## src/rtl/adcSeqPkg.sv

```systemverilog
package adcSeqPkg;
  typedef enum logic [1:0] {
    MODE_OFF  = 2'd0,
    MODE_SOFT = 2'd1,
    MODE_SCAN = 2'd2,
    MODE_EXT  = 2'd3
  } convMode_e;

  localparam logic [4:0] OFF_CTRL1 = 5'h00;
  localparam logic [4:0] OFF_CTRL2 = 5'h02;
  localparam logic [4:0] OFF_STAT  = 5'h04;
  localparam logic [4:0] OFF_FIFO  = 5'h10;

  localparam logic [15:0] CTRL1_MASK = 16'h8103;
  localparam logic [15:0] CTRL2_MASK = 16'h0600;

  localparam int C1_IRQ_EN  = 15;
  localparam int C1_HALF_IE = 8;
  localparam int C2_RES_EN  = 10;
  localparam int C2_LIST_EN = 9;

  typedef struct packed {
    logic listPush;
    logic listClear;
    logic startConv;
    logic resPush;
    logic resPop;
    logic resClear;
  } dpStrobe_t;
endpackage

```

## src/rtl/adcSeqFifo.sv

```systemverilog
module adcSeqFifo #(
  parameter int W     = 12,
  parameter int DEPTH = 16,
  localparam int PW = $clog2(DEPTH),
  localparam int CW = $clog2(DEPTH + 1)
) (
  input  logic          clk,
  input  logic          rstN,
  input  logic          clear,
  input  logic          push,
  input  logic          pop,
  input  logic [W-1:0]  din,
  output logic [W-1:0]  dout,
  output logic [CW-1:0] count,
  output logic          full,
  output logic          empty
);
  logic [W-1:0]  mem [DEPTH];
  logic [PW-1:0] wrPtr, rdPtr;
  logic          doPush, doPop;

  assign full   = (count == CW'(DEPTH));
  assign empty  = (count == '0);
  assign doPush = push && !full;
  assign doPop  = pop && !empty;
  assign dout   = empty ? '0 : mem[rdPtr];

  always_ff @(posedge clk) begin
    if (doPush) mem[wrPtr] <= din;
  end

  always_ff @(posedge clk) begin
    if (!rstN || clear) begin
      wrPtr <= '0;
      rdPtr <= '0;
      count <= '0;
    end else begin
      if (doPush) wrPtr <= (wrPtr == PW'(DEPTH - 1)) ? '0 : wrPtr + 1'b1;
      if (doPop)  rdPtr <= (rdPtr == PW'(DEPTH - 1)) ? '0 : rdPtr + 1'b1;
      count <= count + CW'(doPush) - CW'(doPop);
    end
  end
endmodule

```

## src/rtl/adcSeqData.sv

```systemverilog
module adcSeqData
  import adcSeqPkg::*;
#(
  parameter int ENTRY_W    = 8,
  parameter int RES_W      = 12,
  parameter int LIST_DEPTH = 16,
  parameter int RES_DEPTH  = 16,
  localparam int LPW = $clog2(LIST_DEPTH),
  localparam int LCW = $clog2(LIST_DEPTH + 1),
  localparam int RCW = $clog2(RES_DEPTH + 1)
) (
  input  logic               clk,
  input  logic               rstN,
  input  dpStrobe_t          strb,
  input  logic [ENTRY_W-1:0] listEntry,
  input  logic [RES_W-1:0]   resIn,
  output logic [ENTRY_W-1:0] headEntry,
  output logic               listFull,
  output logic               listEmpty,
  output logic [RES_W-1:0]   resHead,
  output logic               resFull,
  output logic               resHalf,
  output logic               resEmpty
);
  logic [ENTRY_W-1:0] listMem [LIST_DEPTH];
  logic [LCW-1:0]     listCount;
  logic [LPW-1:0]     scanIdx;
  logic [RCW-1:0]     resCount;
  logic               doListPush;

  assign listFull   = (listCount == LCW'(LIST_DEPTH));
  assign listEmpty  = (listCount == '0);
  assign doListPush = strb.listPush && !listFull;
  assign headEntry  = listMem[scanIdx];

  always_ff @(posedge clk) begin
    if (doListPush) listMem[listCount[LPW-1:0]] <= listEntry;
  end

  always_ff @(posedge clk) begin
    if (!rstN || strb.listClear) begin
      listCount <= '0;
      scanIdx   <= '0;
    end else begin
      if (doListPush) listCount <= listCount + 1'b1;
      if (strb.startConv)
        scanIdx <= ((LCW'(scanIdx) + LCW'(1)) >= listCount) ? '0 : scanIdx + 1'b1;
    end
  end

  adcSeqFifo #(.W(RES_W), .DEPTH(RES_DEPTH)) resFifo (
    .clk   (clk),
    .rstN  (rstN),
    .clear (strb.resClear),
    .push  (strb.resPush),
    .pop   (strb.resPop),
    .din   (resIn),
    .dout  (resHead),
    .count (resCount),
    .full  (resFull),
    .empty (resEmpty)
  );

  assign resHalf = (resCount >= RCW'(RES_DEPTH / 2));
endmodule

```

## src/rtl/adcSeqCtrl.sv

```systemverilog
module adcSeqCtrl
  import adcSeqPkg::*;
#(
  parameter int ADDR_W  = 5,
  parameter int DATA_W  = 16,
  parameter int ENTRY_W = 8,
  parameter int RES_W   = 12
) (
  input  logic               clk,
  input  logic               rstN,
  input  logic [ADDR_W-1:0]  busAddr,
  input  logic               busWrEn,
  input  logic               busRdEn,
  input  logic [DATA_W-1:0]  busWdata,
  output logic [DATA_W-1:0]  busRdata,
  input  logic               convAck,
  output logic               convReq,
  output logic [ENTRY_W-1:0] convEntry,
  output logic               irq,
  output dpStrobe_t          strb,
  output logic [ENTRY_W-1:0] listEntry,
  input  logic [ENTRY_W-1:0] headEntry,
  input  logic               listFull,
  input  logic               listEmpty,
  input  logic [RES_W-1:0]   resHead,
  input  logic               resFull,
  input  logic               resHalf,
  input  logic               resEmpty
);
  logic [DATA_W-1:0]  ctrl1Reg, ctrl2Reg;
  logic               busy, irqFlag, halfPrev;
  logic [ENTRY_W-1:0] curEntry;
  logic               hitC1, hitC2, hitSt, hitFifo;
  convMode_e          mode;

  assign hitC1   = (busAddr == ADDR_W'(OFF_CTRL1));
  assign hitC2   = (busAddr == ADDR_W'(OFF_CTRL2));
  assign hitSt   = (busAddr == ADDR_W'(OFF_STAT));
  assign hitFifo = (busAddr == ADDR_W'(OFF_FIFO));
  assign mode    = convMode_e'(ctrl1Reg[1:0]);

  always_comb begin
    strb.listPush  = busWrEn && hitFifo && ctrl2Reg[C2_LIST_EN];
    strb.listClear = !ctrl2Reg[C2_LIST_EN];
    strb.resClear  = !ctrl2Reg[C2_RES_EN];
    strb.resPop    = busRdEn && hitFifo;
    strb.startConv = busRdEn && hitC1 && (mode == MODE_SOFT) && !busy && !listEmpty;
    strb.resPush   = busy && convAck && ctrl2Reg[C2_RES_EN];
  end

  assign listEntry = busWdata[ENTRY_W-1:0];
  assign convReq   = busy;
  assign convEntry = curEntry;
  assign irq       = irqFlag && ctrl1Reg[C1_IRQ_EN];

  always_ff @(posedge clk) begin
    if (!rstN) begin
      ctrl1Reg <= '0;
      ctrl2Reg <= '0;
    end else if (busWrEn) begin
      if (hitC1) ctrl1Reg <= busWdata & CTRL1_MASK;
      if (hitC2) ctrl2Reg <= busWdata & CTRL2_MASK;
    end
  end

  always_ff @(posedge clk) begin
    if (!rstN) begin
      busy     <= 1'b0;
      curEntry <= '0;
    end else if (strb.startConv) begin
      busy     <= 1'b1;
      curEntry <= headEntry;
    end else if (busy && convAck) begin
      busy     <= 1'b0;
    end
  end

  always_ff @(posedge clk) begin
    if (!rstN) begin
      irqFlag  <= 1'b0;
      halfPrev <= 1'b0;
    end else begin
      halfPrev <= resHalf;
      if (busWrEn && hitSt)
        irqFlag <= 1'b0;
      else if (ctrl1Reg[C1_HALF_IE] && resHalf && !halfPrev)
        irqFlag <= 1'b1;
    end
  end

  always_comb begin
    busRdata = '0;
    if (busRdEn) begin
      if (hitC1)   busRdata = ctrl1Reg;
      if (hitC2)   busRdata = ctrl2Reg;
      if (hitSt)   busRdata = DATA_W'({irqFlag, 3'b000, resFull, resHalf, resEmpty, listFull, busy});
      if (hitFifo) busRdata = DATA_W'(resHead);
    end
  end
endmodule

```

## src/rtl/adcSequencer.sv

```systemverilog
module adcSequencer
  import adcSeqPkg::*;
#(
  parameter int ADDR_W     = 5,
  parameter int DATA_W     = 16,
  parameter int ENTRY_W    = 8,
  parameter int RES_W      = 12,
  parameter int LIST_DEPTH = 16,
  parameter int RES_DEPTH  = 16
) (
  input  logic               clk,
  input  logic               rstN,
  input  logic [ADDR_W-1:0]  busAddr,
  input  logic               busWrEn,
  input  logic               busRdEn,
  input  logic [DATA_W-1:0]  busWdata,
  output logic [DATA_W-1:0]  busRdata,
  output logic               convReq,
  output logic [ENTRY_W-1:0] convEntry,
  input  logic               convAck,
  input  logic [RES_W-1:0]   convData,
  output logic               irq
);
  dpStrobe_t          strb;
  logic [ENTRY_W-1:0] listEntry, headEntry;
  logic [RES_W-1:0]   resHead;
  logic               listFull, listEmpty, resFull, resHalf, resEmpty;

  adcSeqCtrl #(.ADDR_W(ADDR_W), .DATA_W(DATA_W), .ENTRY_W(ENTRY_W), .RES_W(RES_W)) ctrl (
    .clk(clk), .rstN(rstN), .busAddr(busAddr), .busWrEn(busWrEn), .busRdEn(busRdEn),
    .busWdata(busWdata), .busRdata(busRdata), .convAck(convAck), .convReq(convReq),
    .convEntry(convEntry), .irq(irq), .strb(strb), .listEntry(listEntry),
    .headEntry(headEntry), .listFull(listFull), .listEmpty(listEmpty), .resHead(resHead),
    .resFull(resFull), .resHalf(resHalf), .resEmpty(resEmpty)
  );

  adcSeqData #(.ENTRY_W(ENTRY_W), .RES_W(RES_W), .LIST_DEPTH(LIST_DEPTH), .RES_DEPTH(RES_DEPTH)) data (
    .clk(clk), .rstN(rstN), .strb(strb), .listEntry(listEntry), .resIn(convData),
    .headEntry(headEntry), .listFull(listFull), .listEmpty(listEmpty), .resHead(resHead),
    .resFull(resFull), .resHalf(resHalf), .resEmpty(resEmpty)
  );
endmodule

```

## config.mk

```make
export PLATFORM = sky130hd
export DESIGN_NAME = adcSequencer
export DESIGN_NICKNAME = d
export VERILOG_FILES = /design/src/rtl/adcSeqPkg.sv /design/src/rtl/adcSeqFifo.sv /design/src/rtl/adcSeqData.sv /design/src/rtl/adcSeqCtrl.sv /design/src/rtl/adcSequencer.sv
export SDC_FILE = /design/constraint.sdc
export NUM_CORES = 1
export LEC_CHECK = 0
export ABC_AREA = 1
export BUFFER_PORTS_ARGS = -buffer_cell sky130_fd_sc_hd__clkbuf_2
export CAP_MARGIN = 40
export CELL_PAD_IN_SITES_DETAIL_PLACEMENT = 0
export CELL_PAD_IN_SITES_GLOBAL_PLACEMENT = 1
export CORE_AREA = 2 2 188 190
export CTS_CLUSTER_DIAMETER = 200
export DETAILED_ROUTE_END_ITERATION = 12
export DIE_AREA = 0 0 190 192
export GPL_ROUTABILITY_DRIVEN = 0
export PLACE_DENSITY_LB_ADDON = 0.25
export SLEW_MARGIN = 20
export SYNTH_ARGS = -nofsm -noshare
export SYNTH_HDL_FRONTEND = slang
export SYNTH_SLANG_ARGS = --single-unit
```

## constraint.sdc

```tcl
create_clock -name clk -period 3.6 [get_ports clk]
set_clock_uncertainty 0.2 [all_clocks]
set_input_delay 0.72 -clock clk [delete_from_list [all_inputs] [get_ports clk]]
set_output_delay 0.72 -clock clk [all_outputs]
set_load 0.01 [all_outputs]
```

==> impl_metrics.yaml <==
run_status:
  run_status: "finished, final reports clean"
synth:
  ys.flop_type: "edfxtp_1"
  synth_top_cell_by_area: "edfxtp_1"
  yosysWarnings: 0
  synth_edf_count: 320
  synth_top_cell_area_share_pct: 61.3
  syn_area_um2: 15700
  synth_cells: 1497
  synth_top_cells_by_count: "edfxtp_1, nand2_1, nor2_1, inv_1, nand3_1"
  ys_seq_area_share_pct: 66.8
  yosysUniqueCellTypes: 37
  ys_async_sr_fraction_pct: 0
  avgSynthCellArea_um2: 10.5
  ys_seq_elements: 363
  ys_top_cells_by_area: "edfxtp_1, nand2_1, nor2_1, dfxtp_1, nand3_1"
  synth_most_common_cell: "edfxtp_1"
setup_path:
  cp-end-kind: "output pin"
  path_cells: "inv_8 > buf_12 > buf_4 > o21ai_0 > o22ai_1 > nand2_1 > nand2_1 > nand2_1 > a21oi_1 > clkbuf_2"
  path_max_fanout: 48
  worstPathRequired_ps: 2680
  crit_top_cell: "nand2_1"
  reg2reg_from: "data.resFifo.count[1]$_SDFF_PP0_"
  critPathLaunchType: "flip-flop"
  cpMaxStageDelayCell: "dfxtp_4"
  worst-setup-path-type: "reg -> out"
  slowest_delay_ps: 440
  crit_arrival_ps: 2530
routing:
  wl_per_cell_um: 17.8
  ant_nets: 0
  vias: 10500
  firstDrtPassIters: 7
  finalWirelength_um: 36700
  avgViaCountPerCell: 5.12
  drcViolationCount: 0
  drt-initial-drc-count: 986
worst_hold_path:
  hold_path_class: "in -> reg"
  min_from: "busWdata[8]"
floorplanning:
  rows: 68
  dieHeight_um: 192
  die-area_um2: 36500
  initial_core_util_pct: 45.7
  fp.dieW_um: 190
  core_area_um2: 34300
  num_io_pins: 64
global_route:
  grt_pass1_vias: 9915
  gr-usage-all-layers_pct: 20.2
  antenna_found_initial: 0
  grt_pass1_wl_um: 56000
  grt.overflow.total: 0
  grt_start_max_net_pins: 67
sta:
  finalCritPeriodShare_pct: 95.9
  relSlewSlack_pct: 50.8
  min_period_ps: 3450
  worst_slew_pin_slew_ps: 738
  setup_violations: 0
  rsz0062_at_grt: "no"
  holdWs_ps: 266
  final_max_slew_viol_count: 0
  fmax_mhz: 290
  finalHoldViolations: 0
  tns_ps: 0
place:
  dpl_cell_area_um2: 16500
  dpl.hpwl_um: 22600
  numPortBuffers: 56
  dpl.cell_count: 1988
finish:
  final_area_um2: 17800
  final_net_count: 1636
  drive_gt1_share_pct: 11.2
  diodes: 0
  stdcell_count: 2058
  syn2layout_area_growth_pct: 13.6
job:
  drv_cap: 0
clock_tree:
  htree_num_levels: 2
  cts_tree: "yes"
  cts_buffer_depth: 3
  clockRootBuffer: "clkbuf_16"
  clk_latency_ps: 510
  cts_sinks: 363
  cts_buffers: 39
  clk_pin_slew_worst_paths_ps: 60
  cts_hold_buf: 0
pwr:
  peakVddDrop_v: 0.000302
  power_density_nw_per_um2: 481
  power_leakage_nw: 6.83
placed cells by master, fill, tap and decap left out, drive strengths merged, types with 2 or more instances in the layout:
cell type	count
a21oi	32
a31oi	2
buf	50
bufinv	5
clkbuf	105
clkinv	16
conb	3
dfxtp	43
edfxtp	320
ha	22
inv	163
nand2	273
nand3	162
nor2	243
nor3	8
nor3b	2
o211ai	16
o21ai	121
o22ai	9
xnor2	2
xor2	3
sequential cells by signal, indices dropped and copies added (netlist names), named ones only:
register and count:
data.resFifo.rdPtr 4, data.resFifo.wrPtr 4, data.listMem 128, data.resFifo.count 5, data.scanIdx 4, data.resFifo.mem 192, ctrl.convEntry 8, ctrl.ctrl1Reg 4
ctrl.convReq 1, ctrl.irqFlag 1, ctrl.ctrl2Reg 2, data.listCount 5, ctrl.halfPrev 1
timing repair:
| action | in CTS | in global routing |
|---|---|---|
| pin swaps | 0 | 0 |
| endpoints found under the setup margin | 3 | 12 |
| setup buffers | 0 | 1 |
| resized for setup | 1 | 1 |
per-layer routing:
layer / track usage, % / share of wire, % / vias to the layer above
li1: - / - / 5181
met3: 3.91 / 7.4 / 50
met2: 31.0 / 45 / 324
met1: 29.7 / 46 / 4974
met4: 5.01 / 1.7 / 0
met5: 0 / 0 / -
final cells by class:
class | instances | area, µm²
Multi-Input combinational cell | 901 | 4200
Fill cell | 2998 | 16500
Clock buffer | 49 | 1010
Timing Repair Buffer | 106 | 692
Inverter | 164 | 624
Tap cell | 455 | 569
Sequential cell | 363 | 10500
Clock inverter | 20 | 224
worst max-delay path, delay by kind of cell, from the launching register on:
family,cells,cell delay [ps]
simple gates,3,250
flops,1,440
buf+inv,4,870
compound gates,3,420
kinds of logic (layout without fill, tap and decap cells):
group                    Yosys count  after routing  synth area share [%]
adder cells (fa/ha/maj)           23             23                  1.88
buffers and inverters            235            339                  6.47
AND/OR/NAND/NOR                  688            688                  18.4
other                              1              3                0.0239
AO/OA/AOI/OAI                    182            182                  6.19
flip-flops                       363            363                  66.8
XOR/XNOR                           5              5                 0.279
power breakdown:
part	internal (W)	switching [W]	total, W
Combinational	0.0000172	0.0000780	0.0000952
Sequential	0.00457	0.000000643	0.00457
Clock	0.00235	0.00155	0.00390
Total	0.00694	0.00163	0.00857
stage by stage:
| step | setup WS (ps) | util, % | power, W |
|---|---|---|---|
| 2_1_floorplan | 899 | - | 0.00468 |
| 3_3_place_gp | 515 | 48.2 | 0.00476 |
| 3_5_place_dp | 519 | 48.3 | 0.00476 |
| 4_1_cts | 24.6 | 51.9 | 0.00863 |
| 5_1_grt | 0.881 | 51.9 | 0.00880 |
| 6_report | 148 | 51.9 | 0.00857 |
worst paths after layout:
kind / endpoint / slack [ps] / depth (start not counted)
hold / removal: ctrl.ctrl1Reg[8]$_SDFFE_PN0P_ / 270 / 3
setup reg to reg: data.resFifo.count[4]$_SDFF_PP0_ / 610 / 12
setup / recovery: busRdata[7] / 150 / 10
hold reg to reg: ctrl.ctrl1Reg[1]$_SDFFE_PN0P_ / 270 / 2
Power figures use the tool's default switching activity.
